[src/rtl/cascade_ptr_pkg.sv]
package cascade_ptr_pkg;
  // Strobes from the control half to the datapath half
  typedef struct packed {
    logic writeEn;  // store the current byte at the current pointer
    logic loadPtr;  // replace the pointer with the command address
    logic advance;  // step the pointer by one
  } ctlStrobes_t;
endpackage

[src/rtl/cascade_ptr_ctrl.sv]
module cascade_ptr_ctrl
  import cascade_ptr_pkg::*;
#(
  parameter int SUB_W = 3
) (
  input  logic             clk,
  input  logic             rstN,
  input  logic             devSelStb,
  input  logic [SUB_W-1:0] devSelSub,
  input  logic             loadPtrStb,
  input  logic             dataStb,
  input  logic             busStopStb,
  input  logic [SUB_W-1:0] hwSub,
  output ctlStrobes_t      ctl
);
  logic             accessOpen;
  logic             selected;
  logic [SUB_W-1:0] subLatch;
  logic             anyStrobe;

  assign anyStrobe = devSelStb | loadPtrStb | dataStb;

  // Access tracking: opened by any strobe, closed by a bus stop
  always_ff @(posedge clk or negedge rstN) begin
    if (!rstN) accessOpen <= 1'b0;
    else if (busStopStb) accessOpen <= 1'b0;
    else if (anyStrobe) accessOpen <= 1'b1;
  end

  // Pins are sampled only between accesses
  always_ff @(posedge clk or negedge rstN) begin
    if (!rstN) subLatch <= '0;
    else if (!accessOpen) subLatch <= hwSub;
  end

  always_ff @(posedge clk or negedge rstN) begin
    if (!rstN) selected <= 1'b0;
    else if (devSelStb) selected <= (devSelSub == subLatch);
  end

  always_comb begin
    ctl.loadPtr = loadPtrStb;
    ctl.advance = dataStb & ~loadPtrStb;
    ctl.writeEn = dataStb & selected;
  end

  a_r7_sub_held : assert property (@(posedge clk) disable iff (!rstN)
    accessOpen |=> $stable(subLatch));
  a_r8_stop_keeps_sel : assert property (@(posedge clk) disable iff (!rstN)
    (busStopStb && !devSelStb) |=> $stable(selected));
  a_r2_sel_follows_match : assert property (@(posedge clk) disable iff (!rstN)
    (devSelStb && devSelSub == subLatch) |=> selected);
endmodule

[src/rtl/cascade_ptr_dp.sv]
module cascade_ptr_dp
  import cascade_ptr_pkg::*;
#(
  parameter int ADDR_W = 6,
  parameter int DEPTH  = 60,
  parameter int DATA_W = 8
) (
  input  logic              clk,
  input  logic              rstN,
  input  ctlStrobes_t       ctl,
  input  logic [ADDR_W-1:0] loadAddr,
  input  logic [DATA_W-1:0] dataByte,
  output logic              ramWe,
  output logic [ADDR_W-1:0] ramAddr,
  output logic [DATA_W-1:0] ramData
);
  localparam logic [ADDR_W-1:0] LAST    = ADDR_W'(DEPTH - 1);
  localparam logic [31:0]       DEPTH_U = 32'(DEPTH);
  localparam bit                FULL    = (DEPTH == (1 << ADDR_W));

  logic [ADDR_W-1:0] ptr;
  logic [ADDR_W-1:0] ptrInc;
  logic [ADDR_W-1:0] loadVal;

  generate
    if (FULL) begin : g_natural_wrap
      assign ptrInc  = ptr + 1'b1;
      assign loadVal = loadAddr;
    end else begin : g_compare_wrap
      assign ptrInc  = (ptr == LAST) ? '0 : ptr + 1'b1;
      assign loadVal = ({{(32-ADDR_W){1'b0}}, loadAddr} < DEPTH_U) ? loadAddr : '0;
    end
  endgenerate

  always_ff @(posedge clk or negedge rstN) begin
    if (!rstN) ptr <= '0;
    else if (ctl.loadPtr) ptr <= loadVal;
    else if (ctl.advance) ptr <= ptrInc;
  end

  always_ff @(posedge clk or negedge rstN) begin
    if (!rstN) begin
      ramWe   <= 1'b0;
      ramAddr <= '0;
      ramData <= '0;
    end else begin
      ramWe <= ctl.writeEn;
      if (ctl.writeEn) begin
        ramAddr <= ptr;
        ramData <= dataByte;
      end
    end
  end

  a_r6_wrap : assert property (@(posedge clk) disable iff (!rstN)
    (ctl.advance && !ctl.loadPtr && ptr == LAST) |=> ptr == '0);
  a_r5_ptr_in_range : assert property (@(posedge clk) disable iff (!rstN)
    {{(32-ADDR_W){1'b0}}, ptr} < DEPTH_U);
  a_r3_addr_before_step : assert property (@(posedge clk) disable iff (!rstN)
    ctl.writeEn |=> (ramWe && ramAddr == $past(ptr)));
endmodule

[src/rtl/cascade_ram_ptr.sv]
module cascade_ram_ptr
  import cascade_ptr_pkg::*;
#(
  parameter int SUB_W  = 3,
  parameter int ADDR_W = 6,
  parameter int DEPTH  = 60,
  parameter int DATA_W = 8
) (
  input  logic              clk,
  input  logic              rstN,
  input  logic              devSelStb,
  input  logic [SUB_W-1:0]  devSelSub,
  input  logic              loadPtrStb,
  input  logic [ADDR_W-1:0] loadAddr,
  input  logic              dataStb,
  input  logic [DATA_W-1:0] dataByte,
  input  logic              busStopStb,
  input  logic [SUB_W-1:0]  hwSub,
  output logic              ramWe,
  output logic [ADDR_W-1:0] ramAddr,
  output logic [DATA_W-1:0] ramData
);
  ctlStrobes_t ctl;

  cascade_ptr_ctrl #(.SUB_W(SUB_W)) i_ctrl (
    .clk(clk), .rstN(rstN), .devSelStb(devSelStb), .devSelSub(devSelSub),
    .loadPtrStb(loadPtrStb), .dataStb(dataStb), .busStopStb(busStopStb),
    .hwSub(hwSub), .ctl(ctl)
  );

  cascade_ptr_dp #(.ADDR_W(ADDR_W), .DEPTH(DEPTH), .DATA_W(DATA_W)) i_dp (
    .clk(clk), .rstN(rstN), .ctl(ctl), .loadAddr(loadAddr), .dataByte(dataByte),
    .ramWe(ramWe), .ramAddr(ramAddr), .ramData(ramData)
  );

  a_r4_no_write_without_strobe : assert property (@(posedge clk) disable iff (!rstN)
    !dataStb |=> !ramWe);
endmodule

[config.mk]
export PLATFORM = sky130hd
export DESIGN_NAME = cascade_ram_ptr
export DESIGN_NICKNAME = d
export VERILOG_FILES = /design/src/rtl/cascade_ptr_pkg.sv /design/src/rtl/cascade_ptr_ctrl.sv /design/src/rtl/cascade_ptr_dp.sv /design/src/rtl/cascade_ram_ptr.sv
export SDC_FILE = /design/constraint.sdc
export NUM_CORES = 1
export LEC_CHECK = 0
export BUFFER_PORTS_ARGS = -buffer_cell sky130_fd_sc_hd__buf_2
export CAP_MARGIN = 20
export CORE_AREA = 10 10 74 51
export DETAILED_ROUTE_END_ITERATION = 8
export DIE_AREA = 0 0 84 61
export PLACE_DENSITY = 0.79
export REMOVE_ABC_BUFFERS = 1
export SYNTH_ARGS = -nofsm -noshare
export SYNTH_HDL_FRONTEND = slang
export SYNTH_SLANG_ARGS = --single-unit
[constraint.sdc]
create_clock -name clk -period 3.4 [get_ports clk]
set_input_delay 1.02 -clock clk [delete_from_list [all_inputs] [get_ports clk]]
set_output_delay 1.02 -clock clk [all_outputs]
set_load 0.05 [all_outputs]
==> out/results.ini <==
[finish]
multi_input_area_um2=508
syn_to_final_growth_pct=23.2
diodes=0
drive_above_1_share=0.478
regArea_um2=651
finalNonFillerCells=168
nNetsFinal=164
fillers=215

[synth]
synthDistinctLibCells=31
synth_seq_cells=26
ys.warnings.count=0
synth_area_leaders=dfrtp_1, mux2_2, nand3_1
synthFlopType=dfrtp_1
yosysTopAreaCellShare=0.541
yosysSeqAreaShare=0.541
async_reset_ff_frac=1.00
syn_inst=96
yosysMostFrequentCell=dfrtp_1
post-synth-top-area-cell=dfrtp_1
avgSynthCellArea_um2=12.5
synthTopCellsByCount=dfrtp_1, mux2_2, nand3_1
syn-cell-area_um2=1200
synth-edff-count=0

[critical_path]
start_kind=register
path_buf_inv=1
r2r_cells=4
crit_cells=1
crit_type=reg2out
crit_chain=buf_2
cp_top_family=flip-flops
worstPathArrival_ns=0.89
crit_fanout=2
crit_slowest_cell=dfrtp_1
crit_path_end_kind=output pin
critPathMaxStageDelay_ns=0.35
critPathRequiredTime_ns=2.38

[grt]
top_usage_layer=met2
antenna_found_initial=0
grt_use_met1=0.132
overflow=0
grt_pass1_wl_um=4380
grt_pass1_vias=909
grt_max_degree=27
globalRouteMet3Util=0.0628
met2_usage=0.159
grt_use_total=0.108

[timing]
slew_headroom=0.625
final_hold_viol_count=0
period_needed_ns=1.91
rsz0062_at_grt=no
fin_tns_setup_ns=0
tightest_slew_ns=0.562
finalMaxSlewViolations=0
period_share=0.561
fmax_mhz=525
skew_ns=0.00112
setup_violations=0

[placement]
dp.cells=164
numPortBuffers=40
hpwlAfterDp_um=2120
gp_congestion=0.869

[die]
die_y_um=61
start_util=0.497
core-area_um2=2420
fp.dieArea_um2=5120
num_rows=14
die_x_um=84
io_pins=41

[detailed_routing]
drt.antenna.violating_nets=0
wl_per_cell_um=15.6
viasPerCell=5.58
num_vias=937
drt_pass1_iterations=4
drt_wl_total_um=2620
drt_first_iter_violations=74
drcViolationCount=0

[worst_hold_path]
hp-class=reg2reg
hold_depth=1

[power]
vdd_ir_drop_max_uv=362
p_leak_nw=0.706
p_per_area_nw_per_um2=862

[clock_tree]
clock_latency_ns=0.27
clk_pin_slew_ns=0.08
tritoncts=yes
cts_buffers=3
cts_root_buffer=clkbuf_8
cts_sinks=26
ctsResizeCount=0
h-tree-depth=1
cts_setup_buffers=0
clock_path_buffers=2
hold_buffers=0

[status]
outcome=complete, no violations

[run]
maxCapViolations=0

==> area by class of cell <==
class / count / share of cell area
inverters: 3 / 0.00760
multi-input cells: 63 / 0.343
repair buffers: 40 / 0.135
clock inverters: 1 / 0.0203
well taps: 32 / 0.0270
flip-flops and latches: 26 / 0.439
clock buffers: 3 / 0.0279
==> metal layers <==
metal,share of wire,up-vias
li1,-,438
met1,0.44,445
met2,0.43,50
met5,0,-
met4,0.0084,0
met3,0.11,4
==> path summary, 6_finish.rpt <==
path	start	end	slack [ns]
hold / removal	i_dp.ramData[1]	i_dp.ramData[1]	0.51
setup reg to reg	i_dp.ptr[0]	i_dp.ptr[5]	1.90
min in group asynchronous	rstN	i_dp.ramAddr[4]	0.73
setup / recovery	i_dp.ramAddr[0]	ramAddr[0]	1.49
hold reg to reg	i_dp.ramData[1]	i_dp.ramData[1]	0.51
max in group asynchronous	rstN	i_dp.ptr[5]	2.30
==> registers in the layout, indices dropped and copies added, names as in the netlist <==
name               flops
i_dp.ptr               6
i_dp.ramData           8
i_ctrl.accessOpen      1
i_ctrl.subLatch        3
i_ctrl.selected        1
i_dp.ramAddr           6
i_dp.ramWe             1
==> cells by family (layout without fill, tap and decap cells) <==
logic type | after synthesis | after routing | share of synthesized area
flip-flops | 26 | 26 | 0.541
buffers and inverters | 7 | 47 | 0.0364
adder cells (fa/ha/maj) | 1 | 1 | 0.0104
AO/OA/AOI/OAI | 17 | 17 | 0.105
XOR/XNOR | 3 | 3 | 0.0219
AND/OR/NAND/NOR | 24 | 24 | 0.118
multiplexers | 18 | 18 | 0.168
==> where the power goes <==
part	switching, mW	total (mW)	internal, mW
clock	0.0917	0.249	0.157
sequential	0.0577	0.466	0.409
combinational	0.403	0.561	0.158
==> metrics by stage <==
step | total power, mW | hold slack, ns | instance area [µm²] | util | setup slack, ns
CTS | 1.30 | 0.509 | 1480 | 0.613 | 1.48
global placement | 1.02 | 0.480 | 1410 | 0.583 | 1.44
detailed placement | 1.04 | 0.488 | 1410 | 0.583 | 1.41
finish | 1.28 | 0.508 | 1480 | 0.613 | 1.49
floorplan | 0.889 | 0.501 | 1170 | - | 1.69
global route | 1.35 | 0.521 | 1480 | 0.613 | 1.43
==> cells in the final DEF (no fill, tap or decap), drive strengths merged, types with 2 or more instances in the layout <==
master / n
o21ai: 4
buf: 40
clkbuf: 3
dfrtp: 26
nand3: 9
xnor2: 3
nand4: 2
nand2: 2
inv: 3
a21oi: 2
a311o: 2
a32o: 3
nor2: 4
mux2: 17
(Power assumes the default switching activity.)
